$ cat config.mk
export PLATFORM = sky130hd
export DESIGN_NAME = nvmc_launch_stat
export DESIGN_NICKNAME = d
export VERILOG_FILES = /design/src/rtl/nvmc_pkg.sv /design/src/rtl/nvmc_reg_decode.sv /design/src/rtl/nvmc_flag_core.sv /design/src/rtl/nvmc_read_mux.sv /design/src/rtl/nvmc_launch_stat.sv
export SDC_FILE = /design/constraint.sdc
export NUM_CORES = 1
export LEC_CHECK = 0
export BUFFER_PORTS_ARGS = -buffer_cell sky130_fd_sc_hd__buf_2
export CAP_MARGIN = 20
export CORE_AREA = 10 10 47 49
export DETAILED_ROUTE_END_ITERATION = 16
export DIE_AREA = 0 0 57 59
export MAX_ROUTING_LAYER = met4
export SYNTH_ARGS = -nofsm -noshare
export SYNTH_HDL_FRONTEND = slang
export SYNTH_SLANG_ARGS = --single-unit
export TNS_END_PERCENT = 50
$ cat constraint.sdc
create_clock -name clk -period 1.2 [get_ports clk]
set_input_delay 0.06 -clock clk [delete_from_list [all_inputs] [get_ports clk]]
set_output_delay 0.06 -clock clk [all_outputs]
set_load 0.01 [all_outputs]
$ cat src/rtl/nvmc_pkg.sv
package nvmc_pkg;
    localparam int DATA_W    = 8;
    localparam int B_DONE    = 7;
    localparam int B_ACCERR  = 5;
    localparam int B_PROTERR = 4;
    localparam int B_BUSY    = 3;
    localparam int STAT_W    = 2;

    typedef struct packed {
        logic              done;
        logic              acc_err;
        logic              prot_err;
        logic [STAT_W-1:0] stat;
        logic              start;
    } flags_t;

    localparam flags_t FLAGS_RESET = '{done: 1'b1, acc_err: 1'b0, prot_err: 1'b0,
                                       stat: '0, start: 1'b0};
endpackage

$ cat src/rtl/nvmc_reg_decode.sv
module nvmc_reg_decode
    import nvmc_pkg::*;
#(
    parameter int ADDR_W  = 4,
    parameter int REG_OFS = 7
) (
    input  logic              reg_sel,
    input  logic              reg_we,
    input  logic [ADDR_W-1:0] reg_addr,
    input  logic [DATA_W-1:0] reg_wdata,
    output logic              rd_hit,
    output logic              launch_req,
    output logic              clr_acc,
    output logic              clr_prot,
    output logic [STAT_W-1:0] clr_stat
);
    localparam logic [ADDR_W-1:0] OFS = ADDR_W'(REG_OFS);

    logic addr_hit;
    logic wr_hit;

    always_comb begin
        addr_hit   = reg_sel && (reg_addr == OFS);
        wr_hit     = addr_hit && reg_we;
        rd_hit     = addr_hit;
        launch_req = wr_hit && reg_wdata[B_DONE];
        clr_acc    = wr_hit && reg_wdata[B_ACCERR];
        clr_prot   = wr_hit && reg_wdata[B_PROTERR];
    end

    for (genvar i = 0; i < STAT_W; i++) begin : g_stat_clr
        assign clr_stat[i] = wr_hit && reg_wdata[i];
    end
endmodule

$ cat src/rtl/nvmc_flag_core.sv
module nvmc_flag_core
    import nvmc_pkg::*;
(
    input  logic              clk,
    input  logic              rst_n,
    input  logic              launch_req,
    input  logic              clr_acc,
    input  logic              clr_prot,
    input  logic [STAT_W-1:0] clr_stat,
    input  logic              eng_done,
    input  logic [STAT_W-1:0] eng_err,
    input  logic              seq_err_evt,
    input  logic              prot_err_evt,
    output flags_t            flags_q
);
    flags_t flags_d;
    logic   blocked;
    logic   launch_ok;
    logic   finish;

    always_comb begin
        flags_d = flags_q;

        // launch interlock: any sticky or same-cycle error vetoes the start
        blocked   = flags_q.acc_err || flags_q.prot_err || seq_err_evt || prot_err_evt;
        launch_ok = launch_req && flags_q.done && !blocked;
        finish    = !flags_q.done && (eng_done || seq_err_evt);

        // sticky error flags: clear by write-1, set event wins
        if (clr_acc)      flags_d.acc_err  = 1'b0;
        if (seq_err_evt)  flags_d.acc_err  = 1'b1;
        if (clr_prot)     flags_d.prot_err = 1'b0;
        if (prot_err_evt) flags_d.prot_err = 1'b1;

        // completion status: write-1-clear, engine load, launch clear
        flags_d.stat = flags_q.stat & ~clr_stat;
        if (eng_done && !flags_q.done) flags_d.stat = eng_err;
        if (launch_ok)                 flags_d.stat = '0;

        // completion flag
        if (launch_ok) flags_d.done = 1'b0;
        if (finish)    flags_d.done = 1'b1;

        flags_d.start = launch_ok;
    end

    always_ff @(posedge clk or negedge rst_n) begin
        if (!rst_n) flags_q <= FLAGS_RESET;
        else        flags_q <= flags_d;
    end
endmodule

$ cat src/rtl/nvmc_read_mux.sv
module nvmc_read_mux
    import nvmc_pkg::*;
(
    input  logic              rd_hit,
    input  flags_t            flags_q,
    input  logic              eng_busy,
    output logic [DATA_W-1:0] rdata
);
    logic [DATA_W-1:0] image;

    always_comb begin
        image            = '0;
        image[B_DONE]    = flags_q.done;
        image[B_ACCERR]  = flags_q.acc_err;
        image[B_PROTERR] = flags_q.prot_err;
        image[B_BUSY]    = eng_busy && !flags_q.done;
        image[STAT_W-1:0] = flags_q.stat;
        rdata            = rd_hit ? image : '0;
    end
endmodule

$ cat src/rtl/nvmc_launch_stat.sv
module nvmc_launch_stat
    import nvmc_pkg::*;
#(
    parameter int ADDR_W  = 4,
    parameter int REG_OFS = 7
) (
    input  logic              clk,
    input  logic              rst_n,
    input  logic              reg_sel,
    input  logic              reg_we,
    input  logic [ADDR_W-1:0] reg_addr,
    input  logic [7:0]        reg_wdata,
    output logic [7:0]        reg_rdata,
    output logic              cmd_start,
    input  logic              eng_busy,
    input  logic              eng_done,
    input  logic [1:0]        eng_err,
    input  logic              seq_err_evt,
    input  logic              prot_err_evt
);
    logic              rd_hit;
    logic              launch_req;
    logic              clr_acc;
    logic              clr_prot;
    logic [STAT_W-1:0] clr_stat;
    flags_t            flags_q;
    logic              st_done;
    logic              st_acc;
    logic              st_prot;

    nvmc_reg_decode #(.ADDR_W(ADDR_W), .REG_OFS(REG_OFS)) u_dec (
        .reg_sel    (reg_sel),
        .reg_we     (reg_we),
        .reg_addr   (reg_addr),
        .reg_wdata  (reg_wdata),
        .rd_hit     (rd_hit),
        .launch_req (launch_req),
        .clr_acc    (clr_acc),
        .clr_prot   (clr_prot),
        .clr_stat   (clr_stat)
    );

    nvmc_flag_core u_core (
        .clk          (clk),
        .rst_n        (rst_n),
        .launch_req   (launch_req),
        .clr_acc      (clr_acc),
        .clr_prot     (clr_prot),
        .clr_stat     (clr_stat),
        .eng_done     (eng_done),
        .eng_err      (eng_err),
        .seq_err_evt  (seq_err_evt),
        .prot_err_evt (prot_err_evt),
        .flags_q      (flags_q)
    );

    nvmc_read_mux u_rmux (
        .rd_hit   (rd_hit),
        .flags_q  (flags_q),
        .eng_busy (eng_busy),
        .rdata    (reg_rdata)
    );

    assign cmd_start = flags_q.start;
    assign st_done   = flags_q.done;
    assign st_acc    = flags_q.acc_err;
    assign st_prot   = flags_q.prot_err;
endmodule

After elaboration in Yosys (flattened, before gate mapping)
Index checks and enable logic that the tools add are counted.

Flip-flop bits (word level): 6. Logic and storage cells: 38. Input bits: 22.

Reduce and logical (&&, ||, !) cells: 21. Bitwise logic cells: 2. Eq/ne operators: 1. Multiplexer cells: 9.

Operators with widths (number): logical AND 1 bit (12); 2-to-1 mux 8 bit (1); 2-to-1 mux 1 bit (6); nonzero test 2 bit (3); == test 4 x 3 -> 1 bit, second input constant (1); logical OR 1 bit (4); 2-to-1 mux 2 bit (2); AND 2 bit (1); zero test 1 bit (2); NOT 2 bit (1).

Longest topological paths before layout
Depth in word-level cells: 8. Depth in mapped cells: 4.

Modules after synthesis
Synthesis repeated with hierarchy kept, for this count alone.

Cells, all modules: 38. Area total of the unflattened synthesis: 374.1 um2.

By module, submodules not included: nvmc_flag_core (area each 244.0 um2, times used 1, cells an instance 21, seq. area each 151.4 um2); nvmc_read_mux (area each 65.1 um2, times used 1, cells an instance 9, seq. area each 0.0 um2); nvmc_reg_decode (area each 65.1 um2, times used 1, cells an instance 8, seq. area each 0.0 um2).

Least setup slack after synthesis
Ideal clock, no wire load.

Kind: register -> register. Start: register, netlist name u_core.flags_q[5]. End: register, netlist name u_core.flags_q[1]. Stages on the path, launching flop included: 4. Period minus slack after synthesis: 1.116 ns. Buffers on the path: 0. Data arrival time: 0.985 ns. Path slack: 0.084 ns. Setup time: 0.131 ns. Cells stage by stage: dfstp_2 > nand4bb_1 > o32ai_1 > a31oi_1.

==> run_results.csv <==
group,metric,value,unit
outcome,status,"finished, final reports clean",
clock_network,cts_buffers,3,
global_route,grt_pass1_vias,394,
pwr,p_seq_share,43.7,%
synthesis,ys_seq_elements,6,
pwr,power.density,851,nW/µm²
floorplan,num_rows,14,
synthesis,synth_most_common_cell,"dfrtp_1",
worst_setup_path,cp_max_fo,5,
clock_network,clockBufferDepth,2,
clock_network,cts_tree,"done",
timing,finalCritPeriodShare,97.8,%
detailed_routing,drt-total-wl,1.14,mm
synthesis,yosys-top-cells-area,"dfrtp_1, dfstp_2, and2_1, mux2i_1, a31oi_1",
place,port_buffers,25,
synthesis,synthCells,38,
timing,setup_viol,0,
pwr,power.switching,114,µW
timing,timing.final.crit_period,1170,ps
worst_setup_path,endpoint_kind,"flip-flop",
synthesis,yosys_warnings,0,
global_route,gr-total-overflow,0,
pwr,clkPwrFrac,41.4,%
worst_setup_path,crit_end,"u_core.flags_q[2]",
worst_setup_path,r2r-start,"u_core.flags_q[5]",
synthesis,synth_top_area_share,34.7,%
global_route,grtUsageTotal,6.42,%
worst_setup_path,cp-startpoint,"u_core.flags_q[5]",
clock_network,path_clk_slew,50,ps
floorplan,coreArea,1400,µm²
worst_setup_path,r2r_end,"u_core.flags_q[2]",
timing,fin_skew,9.65,ps
synthesis,synth_area_leader_cell,"dfrtp_1",
detailed_routing,routed_via_density,4.71,
pwr,p_leak,0.285,nW
floorplan,fp.dieW,57,µm
clock_network,cts.sinks,6,
synthesis,synth_seq_area_share,42.0,%
worst_setup_path,crit_required,1320,ps
layout,area_growth,58.0,%
detailed_routing,routedWlPerCell,13.7,µm
pwr,ir_worst_vdd,0.374,mV
layout,diodes,0,
layout,top_regs,"u_core.flags_q: 6 flops",
floorplan,die_area,3360,µm²
layout,drive_above_1_share,53.7,%
timing,hold_violations,0,
detailed_routing,drtIter0Drc,0,
detailed_routing,vias,391,
synthesis,synth-edff-count,0,
worst_setup_path,reg2reg_depth,3,
layout,largest_register,"u_core.flags_q",
worst_setup_path,crit_type,"flip-flop to flip-flop",
worst_setup_path,critPathLaunchType,"flip-flop",
hold_path,min_path_type,"input port to flip-flop",
run,drv_cap,0,
global_route,grt_max_degree,12,
timing,setup_ws,26.1,ps
timing,rsz0062_at_grt,"yes",
global_route,grt_pass1_wl,1.71,mm
timing,fmax,0.852,GHz
synthesis,syn_area,360,µm²
synthesis,synthFlopType,"dfrtp_1",
floorplan,die_h,59,µm
timing,hold_ws,33.5,ps
synthesis,synth_cell_type_count,19,
synthesis,synthTopCellsByCount,"dfrtp_1, and2_1, inv_1, a31oi_1, nor2_1",
synthesis,ys_async_sr_fraction,100,%
synthesis,syn_area_per_cell,9.48,µm²
detailed_routing,drc,0,
global_route,antenna_found_initial,0,
worst_setup_path,crit_arrival,1300,ps
pwr,finalPower,484,µW
clock_network,htreeDepth,1,
layout,n_fill_cell,151,
worst_setup_path,r2r_slack,30,ps
clock_network,root_buffer,"clkbuf_4",
layout,largest_reg_flops,6,
clock_network,worstSkewPairLatency,240,ps
place,dp_worst_setup_slack,4.90,ps
timing,slew_violations,0,
pwr,combPwrFrac,14.9,%
detailed_routing,dr.pass1.iters,1,
place,dp.final_hpwl,883,µm
place,globalplace.congestion,0.808,
floorplan,io_pins,31,
pwr,p_int,371,µW
floorplan,start_util,25.7,%
detailed_routing,antenna_left,0,
pwr,swShare,23.5,%
layout,nets,90,
## power by group through the flow
stage	Sequential, mW	Clock (mW)	Combinational, mW
2_1_floorplan	0.215	0	0.0244
3_3_place_gp	0.215	0	0.0629
3_5_place_dp	0.215	0	0.0635
4_1_cts	0.212	0.207	0.0677
5_1_grt	0.213	0.227	0.0802
6_report	0.212	0.200	0.0721
## layout by cell type, fill, tap and decap left out
master / count
o32ai_2: 2
and3_1: 1
clkbuf_1: 1
clkbuf_4: 3
conb_1: 2
buf_4: 1
dfstp_2: 1
and2b_4: 1
dfrtp_1: 5
nand4bb_4: 1
mux2i_1: 2
inv_1: 4
a31oi_1: 3
dlygate4sd3_1: 1
and2_2: 1
nand4_1: 1
nor3_2: 1
and2_1: 4
buf_2: 25
nor3_1: 1
nor2_1: 3
a41oi_1: 2
nor4b_1: 1
## worst max-delay path, cell delays in order (launching register included)
cell       delay, ps
dfstp_2          580
nand4bb_4        150
o32ai_2          230
a31oi_1          110
## final cells by class
type                            instances  area [µm²]  area share [%]
Clock buffer                            4        26.3            4.62
Inverter                                4        15.0            2.64
Sequential cell                         6         151            26.6
Multi-Input combinational cell         26         214            37.6
Tap cell                               16        20.0            3.52
Timing Repair Buffer                   27         143            25.1
## logic make-up after synthesis
| group | share of synthesized area (%) |
|---|---|
| DFF | 42.0 |
| other | 1.04 |
| AOI/OAI and AO/OA | 14.9 |
| muxes | 5.56 |
| buffers and inverters | 9.72 |
| and+or+nand+nor | 26.7 |
## how the worst min path moves through the flow
stage,slack (ps),endpoint,start,cells past startpoint
6_report,30,u_core.flags_q[3],reg_wdata[4],2
5_1_grt,30,u_core.flags_q[4],reg_wdata[5],2
4_1_cts,30,u_core.flags_q[3],reg_wdata[4],2
3_5_place_dp,-110,u_core.flags_q[0],rst_n,1
3_3_place_gp,-110,u_core.flags_q[0],rst_n,1
2_1_floorplan,-240,u_core.flags_q[0],rst_n,0
## per-layer routing
metal / vias up / track usage [%] / part of all wire [%]
met3: 2 / 2.15 / 5.9
met1: 179 / 7.54 / 42
li1: 192 / - / -
met2: 18 / 8.68 / 50
met5: - / - / 0
met4: 0 / 5.03 / 1.5
## what timing repair did
item,4_1_cts,5_1_grt
hold endpoints to repair,6,0
hold buffers,1,0
setup buffers,0,0
gates resized for setup,1,3
cloned,0,0
endpoints found under the setup margin,1,4
## stage by stage
step | TNS, ps | cell area (µm²) | std cells | util [%]
floorplan | 0 | 364 | 39 | -
CTS | -9.23 | 541 | 83 | 38.6
finish | 0 | 569 | 83 | 40.6
global placement | 0 | 497 | 78 | 35.4
global route | -62.4 | 569 | 83 | 40.6
detailed placement | 0 | 497 | 78 | 35.4
Note: power is estimated with default switching activity, not from simulation.
